<file path="src/rtl/evt_gate_pkg.sv">
package evt_gate_pkg;

   localparam int NUM_EVT = 5;
   localparam int CODE_W  = $clog2(NUM_EVT + 1);

   // index into the one-hot vector, highest priority at 0
   localparam int IX_FAULT = 0;
   localparam int IX_DEBUG = 1;
   localparam int IX_NMI   = 2;
   localparam int IX_STEP  = 3;
   localparam int IX_MASK  = 4;

   typedef enum logic [CODE_W-1:0] {
      EV_NONE  = 3'd0,
      EV_FAULT = 3'd1,
      EV_DEBUG = 3'd2,
      EV_NMI   = 3'd3,
      EV_STEP  = 3'd4,
      EV_MASK  = 3'd5
   } evt_code_t;

endpackage

</file>
<file path="src/rtl/io_perm_chk.sv">
module io_perm_chk #(
   parameter int PRIV_W = 2
) (
   input  logic              io_insn_i,
   input  logic [PRIV_W-1:0] cur_lvl_i,
   input  logic [PRIV_W-1:0] io_lvl_i,
   output logic              deny_o
);

   generate
      if (PRIV_W < 1 || PRIV_W > 8) begin : g_bad_w
         $error("io_perm_chk: PRIV_W must lie in 1..8");
      end
   endgenerate

   logic above;

   always_comb begin
      above  = (cur_lvl_i > io_lvl_i);
      deny_o = io_insn_i & above;
   end

endmodule

</file>
<file path="src/rtl/evt_prio_arb.sv">
module evt_prio_arb #(
   parameter int N      = 5,
   parameter int CODE_W = $clog2(N + 1)
) (
   input  logic [N-1:0]      req_i,
   output logic [N-1:0]      gnt_o,
   output logic [CODE_W-1:0] code_o
);

   generate
      if (N < 1) begin : g_bad_n
         $error("evt_prio_arb: N must be at least 1");
      end
      if ((1 << CODE_W) < N + 1) begin : g_bad_code
         $error("evt_prio_arb: CODE_W too narrow for N");
      end
   endgenerate

   // blk[i] is set when any request above index i is present
   logic [N:0] blk;
   assign blk[0] = 1'b0;

   genvar gi;
   generate
      for (gi = 0; gi < N; gi++) begin : g_chain
         assign gnt_o[gi]   = req_i[gi] & ~blk[gi];
         assign blk[gi + 1] = blk[gi] | req_i[gi];
      end
   endgenerate

   always_comb begin
      code_o = '0;
      for (int k = 0; k < N; k++) begin
         if (gnt_o[k]) code_o = CODE_W'(k + 1);
      end
   end

endmodule

</file>
<file path="src/rtl/ret_path_sel.sv">
module ret_path_sel (
   input  logic clk,
   input  logic rst_n,
   input  logic iret_i,
   input  logic chain_flag_i,
   output logic ret_norm_o,
   output logic ret_task_o
);

   always_ff @(posedge clk) begin
      if (!rst_n) begin
         ret_norm_o <= 1'b0;
         ret_task_o <= 1'b0;
      end else begin
         ret_norm_o <= iret_i & ~chain_flag_i;
         ret_task_o <= iret_i &  chain_flag_i;
      end
   end

endmodule

</file>
<file path="src/rtl/evt_gate_unit.sv">
module evt_gate_unit
   import evt_gate_pkg::*;
#(
   parameter int PRIV_W = 2
) (
   input  logic                clk,
   input  logic                rst_n,
   input  logic                insn_done_i,
   input  logic                io_insn_i,
   input  logic                iret_i,
   input  logic                trap_flag_i,
   input  logic                int_en_i,
   input  logic                restart_flag_i,
   input  logic                chain_flag_i,
   input  logic [PRIV_W-1:0]   io_lvl_i,
   input  logic [PRIV_W-1:0]   cur_lvl_i,
   input  logic                req_mask_i,
   input  logic                req_nmi_i,
   input  logic                req_fault_i,
   input  logic                req_dbg_i,
   output logic [NUM_EVT-1:0]  evt_onehot_o,
   output logic [CODE_W-1:0]   evt_code_o,
   output logic                step_req_o,
   output logic                io_fault_o,
   output logic                ret_norm_o,
   output logic                ret_task_o,
   output logic                rf_o
);

   logic               io_deny;
   logic               completed;
   logic [NUM_EVT-1:0] req_vec;
   logic [NUM_EVT-1:0] gnt;
   logic [CODE_W-1:0]  gnt_code;
   logic               rf_next;

   io_perm_chk #(.PRIV_W(PRIV_W)) u_perm (
      .io_insn_i (io_insn_i),
      .cur_lvl_i (cur_lvl_i),
      .io_lvl_i  (io_lvl_i),
      .deny_o    (io_deny)
   );

   // a denied I/O access replaces completion of the instruction
   always_comb begin
      completed         = insn_done_i & ~io_deny;
      req_vec           = '0;
      req_vec[IX_FAULT] = insn_done_i & (req_fault_i | io_deny);
      req_vec[IX_DEBUG] = completed & req_dbg_i & ~restart_flag_i;
      req_vec[IX_NMI]   = completed & req_nmi_i;
      req_vec[IX_STEP]  = completed & trap_flag_i;
      req_vec[IX_MASK]  = completed & req_mask_i & int_en_i;
   end

   evt_prio_arb #(.N(NUM_EVT), .CODE_W(CODE_W)) u_arb (
      .req_i  (req_vec),
      .gnt_o  (gnt),
      .code_o (gnt_code)
   );

   always_comb begin
      rf_next = rf_o;
      if (insn_done_i) rf_next = gnt[IX_FAULT];
   end

   always_ff @(posedge clk) begin
      if (!rst_n) begin
         evt_onehot_o <= '0;
         evt_code_o   <= '0;
         step_req_o   <= 1'b0;
         io_fault_o   <= 1'b0;
         rf_o         <= 1'b0;
      end else begin
         evt_onehot_o <= gnt;
         evt_code_o   <= gnt_code;
         step_req_o   <= completed & trap_flag_i;
         io_fault_o   <= insn_done_i & io_deny;
         rf_o         <= rf_next;
      end
   end

   ret_path_sel u_ret (
      .clk          (clk),
      .rst_n        (rst_n),
      .iret_i       (iret_i),
      .chain_flag_i (chain_flag_i),
      .ret_norm_o   (ret_norm_o),
      .ret_task_o   (ret_task_o)
   );

endmodule

</file>
<file path="config.mk">
export PLATFORM = sky130hd
export DESIGN_NAME = evt_gate_unit
export DESIGN_NICKNAME = d
export VERILOG_FILES = /design/src/rtl/evt_gate_pkg.sv /design/src/rtl/io_perm_chk.sv /design/src/rtl/evt_prio_arb.sv /design/src/rtl/ret_path_sel.sv /design/src/rtl/evt_gate_unit.sv
export SDC_FILE = /design/constraint.sdc
export NUM_CORES = 1
export LEC_CHECK = 0
export CORE_ASPECT_RATIO = 1.1
export CORE_MARGIN = 3
export CORE_UTILIZATION = 35
export CTS_CLUSTER_DIAMETER = 60
export DETAILED_ROUTE_END_ITERATION = 16
export HOLD_SLACK_MARGIN = 0.15
export PLACE_DENSITY = 0.76
export SYNTH_ARGS = -nofsm -noshare
export SYNTH_HDL_FRONTEND = slang
export SYNTH_SLANG_ARGS = --single-unit
</file>
<file path="constraint.sdc">
create_clock -name clk -period 1.6 [get_ports clk]
set_input_delay 0.4 -clock clk [delete_from_list [all_inputs] [get_ports clk]]
set_output_delay 0.4 -clock clk [all_outputs]
set_load 0.02 [all_outputs]
</file>
=== Yosys cells after proc, flatten, opt, wreduce, memory -nomap -nowiden ===
Index checks and enable logic that the tools add are counted.
Widths: inputs -> output; s select.

* Reduce and logical (&&, ||, !) cells: 1
* Multiplexer cells: 5
* Bitwise operators: 28
* $lt $le $gt $ge: 1

{| class="wikitable"
|+ Operator list
! operator !! count
|-
| $and 1x1->1 || 16
|-
| $mux 3 || 4
|-
| $not 1->1 || 8
|-
| $or 1x1->1 || 4
|-
| $reduce_or 3->1 || 1
|-
| $gt 2x2->1 || 1
|-
| $mux 1 || 1
|}

* Register bits after elaboration: 13
* Input bits: 17
* Output and inout bits: 13
* Word-level logic and storage cells: 43

=== Logic depth before layout (Yosys ltp) ===
* Depth in word-level cells: 12
* Gate-level depth with buffers: 5
* Mapped depth without buffers: 5

=== Modules after synthesis ===
From an unflattened synthesis, not the netlist that was laid out.

* Cell total of the unflattened synthesis: 53
* Area, all modules: 540.5 um2

{| class="wikitable"
|+ By module, submodules not included
! module !! sequential area each (um2) !! area an instance (um2) !! instances !! cells each
|-
| evt_gate_unit || 220.2 || 355.3 || 1 || 30
|-
| evt_prio_arb || 0.0 || 76.3 || 1 || 12
|-
| ret_path_sel || 40.0 || 56.3 || 1 || 4
|-
| io_perm_chk || 0.0 || 52.6 || 1 || 7
|}

=== Worst setup path before layout ===
OpenSTA, ideal clock, no wires.

* Path type: input port to flip-flop
* From: in io_lvl_i[1]
* To: reg evt_code_o[1]
* Setup time: 100 ps
* Arrival time: 1381 ps
* Path slack: 120 ps
* Path buffers: 0
* Data required time: 1500 ps
* Stages: 5
* Cell sequence: inv_1 > ha_1 > nor2b_4 > o211a_4 > a2111oi_4

* Longest elaborated chain between the ends: 12
* Elaborated cells on any way between the ends: 26
* Those cells by class: order compare: 1; mux: 2; bitwise: 22; reduce/logical: 1

{| class="wikitable"
|+ Ends and longest elaborated chain
! what !! RTL line !! text
|-
| from (decl) || evt_gate_unit.sv:15 || <nowiki>input logic [PRIV_W-1:0] io_lvl_i,</nowiki>
|-
| $gt 2x2->1 (*) || io_perm_chk.sv:19 || <nowiki>above = (cur_lvl_i > io_lvl_i);</nowiki>
|-
| $and 1x1->1 (*) || io_perm_chk.sv:20 || <nowiki>deny_o = io_insn_i & above;</nowiki>
|-
| $not 1->1 || evt_gate_unit.sv:46 || <nowiki>completed = insn_done_i & ~io_deny;</nowiki>
|-
| $and 1x1->1 || evt_gate_unit.sv:46 ||
|-
| $and 1x1->1 (2 in series) || evt_gate_unit.sv:49 || <nowiki>req_vec[IX_DEBUG] = completed & req_dbg_i & ~restart_flag_i;</nowiki>
|-
| $or 1x1->1 (3 in series) || evt_prio_arb.sv:27 || <nowiki>assign blk[gi + 1] = blk[gi] | req_i[gi];</nowiki>
|-
| $not 1->1 || evt_prio_arb.sv:26 || <nowiki>assign gnt_o[gi] = req_i[gi] & ~blk[gi];</nowiki>
|-
| $and 1x1->1 || evt_prio_arb.sv:26 ||
|-
| $reduce_or 3->1 (no source line) || -- ||
|-
| to (signal assigned) || evt_gate_unit.sv:75 || <nowiki>evt_code_o <= gnt_code;</nowiki>
|-
| to (decl) || evt_gate_unit.sv:22 || <nowiki>output logic [CODE_W-1:0] evt_code_o,</nowiki>
|}

Every way passes the cells marked *; elsewhere a longest branch is shown, timed or not.
A chain may end at the register's enable or synchronous reset.

=== Final worst setup path ===
* From: reg evt_onehot_o[2]
* To: out evt_onehot_o[2]

{| class="wikitable"
|+ RTL lines
! what !! RTL line !! text
|-
| from (decl) || evt_gate_unit.sv:21 || <nowiki>output logic [NUM_EVT-1:0] evt_onehot_o,</nowiki>
|-
| from (signal assigned) || evt_gate_unit.sv:74 || <nowiki>evt_onehot_o <= gnt;</nowiki>
|}

No word-level cell between the ends.

==> impl_metrics.tcl <==
set metrics [dict create \
    status "finished, final reports clean" \
    timing.fmax_ghz 0.640 \
    multiplexer_area_fraction_after_synthesis 0 \
    path_delay_family "buffers and inverters" \
    setup_viol_count_final 0 \
    yosysUniqueCellTypes 20 \
    rsz0062_at_grt "false" \
    vias_per_cell 5.02 \
    detail_route.wl_per_cell_microns 13.2 \
    final_period_minus_worst_setup_slack_ns 1.56 \
    ys.flop_type "dfxtp_1" \
    final-max-slew-violation-count 0 \
    yosysTopAreaCell "dfxtp_1" \
    totalWireLength_microns 1270 \
    min_period_over_period 0.977 \
    cp_slowest_cell "clkdlybuf4s50_1" \
    clk_path_buf_depth 2 \
    critical-path-max-stage-delay_ns 0.59 \
    final-seq-area_sq_um 260 \
    drt_drc_violations_left 0 \
    floorplan.core_area_sq_mm 0.00127 \
    die_w_microns 42.1 \
    worst-endpoint-arrival_ns 1.16 \
    design.die.area_sq_mm 0.00192 \
    cts-hold-fix-buffers 0 \
    post_synth_and_or_nand_nor_area_fraction 0.232 \
    skew_ns 0 \
    worst-slew-pin-transition_ns 0.359 \
    portBuffers 29 \
    worstSkewPairLatency_ns 0.26 \
    grt_remaining_overflow 0 \
    yosys.area.top_type_share 0.519 \
    synth_top_family_by_area "simple AND/OR/NAND/NOR gates" \
    antenna_found_initial 0 \
    post_synth_instance_area_sq_um 502 \
    setup.worst_path.end_class "output port" \
    syn-instance-count 45 \
    design_area_sq_um 898 \
    clock-sinks 13 \
    nets 101 \
    yosys.area_share.xor_xnor 0 \
    antennaDiodeCount 0 \
    drt_pre_antenna_iters 4 \
    grt_pass1_wl_microns 2170 \
    htree_levels 1 \
    multi_input_comb_area_sq_um 248 \
    synth-edff-count 0 \
    floorplan.initialDensity 0.395 \
    post_route_cells_drive_above_1_share 0.185 \
    synth_most_common_cell "dfxtp_1" \
    finalHoldViolCount 0 \
    path_buf_inv 1 \
    worstPathRequired_ns 1.20 \
    initialDrtViolationCount 6 \
    critical_path.startpoint_type "register" \
    place_inst 92 \
    fill_cells 102 \
    synth-compound-area-share 0.170 \
    finalNonFillerCells 96 \
    crit_path_cell_trace "clkdlybuf4s50_1" \
    cts_tree "built" \
    yosys.area_share.adder 0.0499 \
    place.detailed.hpwl_microns 1070 \
    synth.yosys.warnings 0 \
    first_global_vias 500 \
    cts_buffer_count 3 \
    critical_path_class "register to output port" \
    count_of_vias_placed_by_the_detailed_router 482 \
    standby_leakage_power_nw 0.504 \
    syn_area_per_cell_sq_um 11.1 \
    root_buffer "clkbuf_4" \
    synthArstFlopShare 0 \
    gp_routability_congestion 0.698 \
    maximum_number_of_pins_on_one_net_before_global_route_repair 8 \
    ys_top_cells_by_count "13 x dfxtp_1, 4 x inv_1, 4 x nand2_1" \
    synth.ff_latch_count 13 \
    power.density_cell_area_mw_per_mm2 757 \
    detailedPlace.worstSlack_ns -0.424 \
    num_rows 13 \
    synthTopCellsByArea "dfxtp_1 52%, a2111oi_4 5.5%, ha_1 5.0%, nor4_1 3.7%, o211a_4 3.5%" \
    detail-route-antenna-nets 0 \
    boundaryPins 30 \
    holdCritPathClass "register to register" \
    path_max_fanout 1 \
    maximum_vdd_ir_drop_v 0.000561 \
    placedInstanceArea_sq_um 833 \
    layout-area-overhead-vs-synth_pct 79.1 \
    postLayoutCoreUtil 0.708 \
    cap_viol_max_count 0 \
    chipHeight_microns 45.7 \
    groute.usage.overall 0.152 \
    post-route-worst-setup-slack_ns 0.0374 \
    path_clk_slew_ns 0.08 \
    maxSlewHeadroom 0.760 \
    post_cts_buffers 0 \
    synthesis.nets 64 \
    synth_seq_area_share 0.519 \
]
-- metal layers --
| metal | vias up | wire, microns | track usage |
|---|---|---|---|
| li1 | 237 | - | - |
| met1 | 222 | 493 | 0.165 |
| met2 | 21 | 661 | 0.272 |
| met3 | 2 | 88 | 0.0356 |
| met4 | 0 | 27 | 0.0932 |
| met5 | - | 0 | 0 |
-- cell usage in the layout, fill, tap and decap left out --
| cell | instances |
|---|---|
| clkdlybuf4s50_1 | 16 |
| dfxtp_1 | 13 |
| dlymetal6s2s_1 | 9 |
| dlygate4sd2_1 | 4 |
| inv_1 | 3 |
| nand2_1 | 3 |
| clkbuf_4 | 3 |
| buf_4 | 3 |
| nor2_1 | 2 |
| o21ai_0 | 2 |
| a31oi_1 | 2 |
| a21oi_1 | 2 |
| nor4_1 | 2 |
| nor2b_4 | 1 |
| nand2_2 | 1 |
| o211ai_1 | 1 |
| and3_1 | 1 |
| and3b_1 | 1 |
| nand2b_2 | 1 |
| o211a_4 | 1 |
| nand4_1 | 1 |
| nor4b_2 | 1 |
| nor4_2 | 1 |
| nor4b_1 | 1 |
| a2111oi_4 | 1 |
| nor3b_1 | 1 |
| inv_2 | 1 |
| ha_1 | 1 |
| ha_4 | 1 |
| clkbuf_1 | 1 |
-- worst min-delay path: stages (launching register included) --
cell and delay [ns]:
dfxtp_1 0.31, o21ai_0 0.16, a31oi_1 0.04
-- path summary, 6_finish.rpt --
kind	start	to	slack, ns	depth (start not counted)
setup reg to reg	rf_o	rf_o	0.96	2
hold / removal	rf_o	rf_o	0.55	2
hold reg to reg	rf_o	rf_o	0.55	2
setup / recovery	evt_onehot_o[2]	evt_onehot_o[2]	0.04	1
-- where the power goes --
group	leakage, nW	total [mW]	internal, mW	switching, mW
sequential	0.106	0.337	0.335	0.00256
clock	0.0150	0.192	0.0963	0.0962
combinational	0.383	0.151	0.0812	0.0695
-- layout make-up --
class,count,share of cell area
sequential,13,0.290
multi-input combinational,28,0.276
clock buffer,4,0.0292
inverter,4,0.0167
tap,15,0.0209
timing repair buffer,32,0.368
-- cells by family (layout without fill, tap and decap cells) --
kind of cell / Yosys count / after routing
AOI/OAI and AO/OA: 9 / 9
adders and majority gates: 2 / 2
buffers and inverters: 4 / 40
DFF: 13 / 13
and+or+nand+nor: 17 / 17
-- sequential cells by signal, summed over array words and instances (netlist names) --
register / flops
rf_o: 1
evt_onehot_o: 5
evt_code_o: 3
u_ret.ret_task_o: 1
io_fault_o: 1
step_req_o: 1
u_ret.ret_norm_o: 1
-- metrics by stage --
step	TNS [ns]	total power [mW]	hold slack [ns]
detailed placement	-3.73	0.494	0.554
global route	0	0.725	0.568
CTS	0	0.689	0.562
floorplan	0	0.408	0.471
finish	0	0.680	0.554
global placement	-3.21	0.488	0.537
-- what timing repair did --
item | CTS | global route
setup endpoints to repair | 12 | 10
resized for setup | 7 | 10
pin swaps | 2 | 1
Note: power is estimated with default switching activity, not from simulation.
